--- src/rtl/wbuf_prog_seq.sv ---
module wbuf_prog_seq #(
  parameter int AW = 24,
  parameter int PAGE_WORDS = 32,
  parameter int CMD_AW = 12,
  parameter logic [CMD_AW-1:0] UNL_ADDR1 = 12'h555,
  parameter logic [CMD_AW-1:0] UNL_ADDR2 = 12'h2AA,
  parameter logic [7:0] UNL_DATA1 = 8'hAA,
  parameter logic [7:0] UNL_DATA2 = 8'h55,
  parameter logic [7:0] BUF_CMD = 8'h25,
  parameter logic [7:0] CONFIRM = 8'h29
) (
  input  logic                  clk,
  input  logic                  rst_n,
  input  logic                  bypass_en,
  input  logic                  wr_en,
  input  logic [AW-1:0]         wr_addr,
  input  logic [15:0]           wr_data,
  input  logic                  prog_ack,
  input  logic [$clog2(PAGE_WORDS)-1:0] rd_idx,
  output logic                  prog_req,
  output logic                  busy,
  output logic                  done,
  output logic                  abort,
  output logic [AW-1:0]         start_addr,
  output logic [$clog2(PAGE_WORDS):0] word_cnt,
  output logic [15:0]           rd_data,
  output logic                  rd_valid
);
  localparam int PW = $clog2(PAGE_WORDS);
  localparam logic [7:0] MAX_CNT = 8'(PAGE_WORDS - 1);

  typedef enum logic [2:0] {S_IDLE, S_UNL2, S_CMD, S_CNT, S_LOAD, S_CONF, S_PROG} st_t;

  st_t                   state;
  logic [PW-1:0]         remain;
  logic [PAGE_WORDS-1:0] vmask;
  logic [15:0]           mem [PAGE_WORDS];

  wire [7:0]        lo      = wr_data[7:0];
  wire [CMD_AW-1:0] ca      = wr_addr[CMD_AW-1:0];
  wire [PW-1:0]     slot    = wr_addr[PW-1:0];
  wire              first   = (word_cnt == '0);
  wire              in_page = first || (wr_addr[AW-1:PW] == start_addr[AW-1:PW]);
  wire              ld_ok   = (state == S_LOAD) && wr_en && in_page;

  assign prog_req = (state == S_PROG);
  assign busy     = (state != S_IDLE);
  assign rd_data  = mem[rd_idx];
  assign rd_valid = vmask[rd_idx];

  always_ff @(posedge clk) begin
    if (!rst_n) begin
      state      <= S_IDLE;
      remain     <= '0;
      vmask      <= '0;
      word_cnt   <= '0;
      start_addr <= '0;
      done       <= 1'b0;
      abort      <= 1'b0;
    end else begin
      case (state)
        S_IDLE: if (wr_en) begin
          if (bypass_en && lo == BUF_CMD) begin
            state    <= S_CNT;
            done     <= 1'b0;
            abort    <= 1'b0;
            word_cnt <= '0;
            vmask    <= '0;
          end else if (!bypass_en && ca == UNL_ADDR1 && lo == UNL_DATA1) begin
            state <= S_UNL2;
          end
        end
        S_UNL2: if (wr_en) state <= (ca == UNL_ADDR2 && lo == UNL_DATA2) ? S_CMD : S_IDLE;
        S_CMD: if (wr_en) begin
          if (lo == BUF_CMD) begin
            state    <= S_CNT;
            done     <= 1'b0;
            abort    <= 1'b0;
            word_cnt <= '0;
            vmask    <= '0;
          end else begin
            state <= S_IDLE;
          end
        end
        S_CNT: if (wr_en) begin
          if (lo > MAX_CNT) begin
            state <= S_IDLE;
            abort <= 1'b1;
          end else begin
            state  <= S_LOAD;
            remain <= lo[PW-1:0];
          end
        end
        S_LOAD: if (wr_en) begin
          if (!in_page) begin
            state    <= S_IDLE;
            abort    <= 1'b1;
            word_cnt <= '0;
            vmask    <= '0;
          end else begin
            if (first) start_addr <= wr_addr;
            vmask[slot] <= 1'b1;
            word_cnt    <= word_cnt + 1'b1;
            if (remain == '0) state <= S_CONF;
            else              remain <= remain - 1'b1;
          end
        end
        S_CONF: if (wr_en) begin
          if (lo == CONFIRM) begin
            state <= S_PROG;
          end else begin
            state    <= S_IDLE;
            abort    <= 1'b1;
            word_cnt <= '0;
            vmask    <= '0;
          end
        end
        S_PROG: if (prog_ack) begin
          state <= S_IDLE;
          done  <= 1'b1;
        end
        default: state <= S_IDLE;
      endcase
    end
  end

  always_ff @(posedge clk) begin
    if (ld_ok) mem[slot] <= wr_data;
  end

  p_req_hold_r8: assert property (@(posedge clk) disable iff (!rst_n)
    prog_req && !prog_ack |=> prog_req);
  p_ack_done_r8: assert property (@(posedge clk) disable iff (!rst_n)
    prog_req && prog_ack |=> done && !prog_req && !busy);
  p_req_on_confirm_r2: assert property (@(posedge clk) disable iff (!rst_n)
    $rose(prog_req) |-> $past(wr_en) && $past(wr_data[7:0]) == CONFIRM);
  p_cnt_range_r3: assert property (@(posedge clk) disable iff (!rst_n)
    word_cnt <= (PW+1)'(PAGE_WORDS));
  p_abort_discard_r5: assert property (@(posedge clk) disable iff (!rst_n)
    $rose(abort) |-> word_cnt == '0 && vmask == '0 && !prog_req);
  p_mask_count_r4: assert property (@(posedge clk) disable iff (!rst_n)
    $countones(vmask) <= int'(word_cnt));
  p_busy_stable_r8: assert property (@(posedge clk) disable iff (!rst_n)
    prog_req && $past(prog_req) |-> $stable(word_cnt) && $stable(vmask));
endmodule

--- config.mk ---
export PLATFORM = sky130hd
export DESIGN_NAME = wbuf_prog_seq
export DESIGN_NICKNAME = d
export VERILOG_FILES = /design/src/rtl/wbuf_prog_seq.sv
export SDC_FILE = /design/constraint.sdc
export NUM_CORES = 1
export LEC_CHECK = 0
export BUFFER_PORTS_ARGS = -buffer_cell sky130_fd_sc_hd__buf_4
export CORE_MARGIN = 2
export CORE_UTILIZATION = 45
export CTS_CLUSTER_DIAMETER = 30
export DETAILED_ROUTE_END_ITERATION = 8
export GPL_ROUTABILITY_DRIVEN = 0
export PLACE_DENSITY_LB_ADDON = 0.3
export SLEW_MARGIN = 20
export SYNTH_ARGS = -nofsm -noshare
export SYNTH_HDL_FRONTEND = slang
export SYNTH_SLANG_ARGS = --single-unit
--- constraint.sdc ---
create_clock -name clk -period 3.92 [get_ports clk]
set_clock_uncertainty 0.2 [all_clocks]
set_input_delay 0.392 -clock clk [delete_from_list [all_inputs] [get_ports clk]]
set_output_delay 0.392 -clock clk [all_outputs]
set_load 0.01 [all_outputs]
Yosys cells after proc, flatten, opt, wreduce, memory -nomap -nowiden. Memory sizes are Yosys's and may differ from the RTL's. Cells that the tools add are included. Widths: inputs -> output; s select.

Flip-flop bits (word level): 72. Latch bits: 0. Memory bits (writable): 512. Bits in read-only memories: 0. Bits of input ports: 50. Output and inout bits: 51. Logic and storage cells: 127. Memories: 1.

Memories: mem (words 32, bits a word 16, read ports 1, clocked after memory_dff 0, write ports 1, line 37) `logic [15:0] mem [PAGE_WORDS];`.

Add/subtract/negate cells: 2. $mul: 0. Div/mod/pow operators: 0. Order comparisons: 4. Equal/unequal tests: 30. Shift operators: 0. Muxes and demuxes: 59. Bitwise logic cells: 1. Reductions and logical operators: 23.

Operators with widths (number): $mux 32 (8); $pmux 32 s4 (1); $mux 6 (8); $mux 3 (13); $or 32x32->32 (1); $ne 2x2->1 const B (15); $mux 5 (5); $pmux 6 s4 (1); $pmux 3 s7 (1); $eq 19x19->1 (1); $eq 8x6->1 const B (2); $mux 1 (15); $eq 12x10->1 const B (1); $eq 12x11->1 const B (1); $lt 5x6->1 const B (2); $reduce_and 6->1 (2); $reduce_and 11->1 (1); $pmux 5 s2 (1); $eq 3x3->1 const B (3); $reduce_and 9->1 (1); $eq 8x7->1 const B (1); $eq 8x8->1 const B (1); $gt 8x5->1 const B (1); $reduce_and 8->1 (1); other kinds (23) (32).

Depth between registers and ports, before layout.
Depth in word-level cells: 8. Depth in mapped cells: 8. Mapped depth without buffers: 7.

Least setup slack after synthesis. Ideal clock, no wire load.

Path type: flip-flop to flip-flop. From: reg word_cnt[0]. To: mem mem[10][0], enable pin. Library setup time: 0.409 ns. Arrival: 2.889 ns. Setup slack: 0.422 ns. Cell stages (with the launch flop): 8. Buffers on the path: 1. Cells stage by stage: dfxtp_1 inv_1 ha_1 or4b_2 nor2_1 a21oi_1 clkbuf_1 nor3_1.

Cells in the longest elaborated chain, start to end: 5.

RTL lines: start, declared (line 25) `output logic [$clog2(PAGE_WORDS):0] word_cnt,`; start signal, assigned (line 103) `word_cnt <= word_cnt + 1'b1;`; $logic_not 6->1 (line 42) `wire first = (word_cnt == '0);`; $logic_or 1x1->1 (line 43) `wire in_page = first || (wr_addr[AW-1:PW] == start_addr[AW-1:PW]);`; $logic_and 1x1->1 (line 44) `wire ld_ok = (state == S_LOAD) && wr_en && in_page;`; $mux 1 (line 128) `if (ld_ok) mem[slot] <= wr_data;`; $mux 1 (implied by the code) (line 128); end, declared (line 37).

Every way passes these cells.

Worst setup path after layout.
From: reg word_cnt[0]. To: mem mem[23][13], enable pin.

The elaborated chain is that of the path after synthesis.

==> results.md <==
- Final Setup Violations: 0
- Worst Path Max Fanout: 17
- Crit path max-delay family: simple AND/OR/NAND/NOR gates
- Setup Fix Bufs, Post-CTS: 0
- Grt ovf: 0
- Vias per cell: 5.85
- Hold Path Class: primary input to flop
- Reg2reg path depth: 8
- Cells after Synth: 1207
- Wire length per cell: 25.4 µm
- IR drop worst, VDD: 0.391 mV
- First-pass GRT wire length: 84.8 mm
- CP peak stage delay: 0.63 ns
- Synth Register Bits: 584
- CP max stage cell: or4b_2
- First DRT Iteration DRCs: 1409
- Vias in the first global route: 13700
- Crit path capture: mem[23][13]
- Root Buffer: clkbuf_16
- Sequential fraction of the synthesis area: 71.9%
- Layout cells sized above 1: 37.5%
- Crit path required time: 4.02 ns
- Leading cell type in the layout, fill and taps excluded: edfxtp_1
- Area contributors post-synth: edfxtp_1 (66%), mux4_2 (16%), dfxtp_1 (6.2%)
- Status: finished clean
- CTS resizes: 0
- # port buffers: 100
- Yosys warning count: 0
- Static Leakage: 9.92 nW
- Pin count of the biggest net entering global routing: 43
- Total iterations of the first detailed-routing run: 5
- Synth Net Count: 1261
- TNS Setup: 0 ns
- Synth Area per Inst: 19.4 µm²
- H-tree depth: 3
- DP Area: 25400 µm²
- Flip-flop and latch area: 16800 µm²
- Placed cell count: 1972
- Core area: 51300 µm²
- Die area: 53800 µm²
- Mapped cell area: 23400 µm²
- Crit path cell chain: inv_1 -> ha_1 -> or4b_2 -> nor2_1 -> a21oi_4 -> buf_4 -> nor3_2 -> buf_4
- Initial antenna violation count: 0
- All-Layer GR Usage: 21.4%
- Post-Layout Inst Area: 29800 µm²
- Ys async rst share: 0%
- Horiz. Die Dim: 232 µm
- Site row count: 83
- CP Depth: 8
- Layout net count: 1498
- Final HPWL DP: 30.4 mm
- Kind of critical path: flop to flop
- Vias: 13000
- FF-to-FF End: mem[23][13]
- Ant diodes: 0
- Yosys top cell by area: edfxtp_1
- # fillers: 3731
- Pwr Density: 612 nW/µm²
- CTS buffer count: 108
- Clk_lat worst skew: 0.64 ns
- TritonCTS clock tree: done
- Maximum clock frequency: 312 MHz
- Nature of the critical path endpoint: flop
- CTS Sinks: 584
- Number of max-slew violations in the final report: 0
- CTS Buffer Depth: 3
- Synth top area share: 65.8%
- Worst setup path startpoint: word_cnt[0]
- Netlist cell types: 61
- Synthesis-to-finish area growth: 27.6%
- Post-route ant nets: 0
- Final core utilization: 58.1%
- RSZ-0062 raised after global routing: false
- Final hold violations: 0
- Initial Util: 45.6%
- R2r setup slk: 0.71 ns
- Multi-input gate area: 6400 µm²
- Number of flops mapped to enable cells by yosys: 512
- Die Y: 232 µm
- Fin cells: 2218
- Crit share post-route: 81.8%
- Commonest cells after routing, fill and taps aside: edfxtp_1 (512), mux4_2 (170), buf_4 (155), clkbuf_16 (109), dfxtp_1 (72)
- Normalized max-slew margin: 28.6%
- Main synth FF type: edfxtp_1
- Startpoint types: flop
- Most used cell, CP: buf_4
- Critical R2R Launch: word_cnt[0]
- Crit path DAT: 3.30 ns
- Max-Cap Viols: 0
- Total Wirelength: 56.3 mm
- Minimum clock period: 3.21 ns
- Worst path bufs/invs: 3
- Slew @ Worst Pin: 1.07 ns
- # IOs: 101
- Residual DRC: 0
- Total Power: 0.0183 W
- Clk slew on worst S/H paths: 0.05 ns
[state kept, by name, summed over array words and instances (netlist names)]
name and flops:
abort 1, done 1, mem 512, remain 5
start_addr 24, state 3, vmask 32, word_cnt 6
[worst reg2reg max path, cell delays in order (launching register included)]
cell and delay, ns:
dfxtp_1 0.33, inv_1 0.10, ha_1 0.15, or4b_2 0.63
nor2_1 0.35, a21oi_4 0.21, buf_4 0.31, nor3_2 0.19
buf_4 0.38
[stage by stage]
stage | hold WS, ns | worst slack (ns)
detailed placement | 0.284 | 0.700
global route | 0.0101 | 0.594
floorplan | 0.251 | 0.422
CTS | 0.00543 | 0.703
global placement | 0.269 | 0.738
finish | 0.0148 | 0.715
[power breakdown]
part	internal (W)	leakage, nW	switching [W]	total [W]
Combinational	0.000544	2.83	0.000749	0.00129
Clock	0.00685	1.91	0.00321	0.0101
Sequential	0.00683	5.18	0.0000661	0.00690
Total	0.0142	9.92	0.00403	0.0183
[cell families (layout without fill, tap and decap cells)]
family	count (synthesis)	in the layout	share of synthesized area, %
adder cells (fa/ha/maj)	4	4	0.214
buffers and inverters	86	417	1.51
AND/OR/NAND/NOR	218	218	4.92
multiplexers	212	212	18.3
flip-flops	584	584	71.9
AO/OA/AOI/OAI	84	84	2.46
XOR/XNOR	19	19	0.712
[per-layer routing]
metal / vias to the layer above / wire [µm] / global-route usage, %
met5: - / 0 / 0
met4: 0 / 1440 / 6.83
met3: 100 / 3800 / 4.30
met2: 552 / 28400 / 36.1
met1: 6788 / 22700 / 28.1
li1: 5532 / - / -
[worst min-delay path by stage]
stage                  startpoint            end  depth (start not counted)
floorplan               remain[1]      remain[1]                          2
global placement        remain[1]      remain[1]                          2
detailed placement  start_addr[2]  start_addr[2]                          2
CTS                    wr_data[3]     mem[10][3]                          1
global route           wr_data[3]     mem[16][3]                          1
finish                 wr_data[3]     mem[25][3]                          1
[what timing repair did]
| action | in CTS | in global routing |
|---|---|---|
| endpoints found under the setup margin | 0 | 0 |
| endpoints found under the hold margin | 375 | 0 |
| hold buffers | 42 | 0 |
[synthesized netlist by cell type (4+ instances only)]
library cell,instances
edfxtp_1,512
mux4_2,170
nor3_1,73
dfxtp_1,72
clkbuf_1,54
nor2_1,39
nand2_1,35
mux2i_1,25
a21oi_1,21
xnor2_1,19
a31oi_1,18
mux2_2,17
buf_1,9
buf_2,9
inv_1,9
nand4_1,7
nor4_1,7
nand3_1,6
nor2b_1,6
nor3b_1,6
o21ai_0,6
buf_4,5
o22ai_1,5
o32ai_1,5
a21o_1,4
a311oi_1,4
and3_1,4
ha_1,4
nand2b_1,4
[cell type report]
cell class,count,share of cell area (%)
sequential,584,56.4
inverter,9,0.113
multi-input combinational,537,21.5
clock buffer,122,9.48
clock inverter,82,3.97
tap,680,2.85
timing repair buffer,204,5.73
Note: power is estimated with default switching activity, not from simulation.
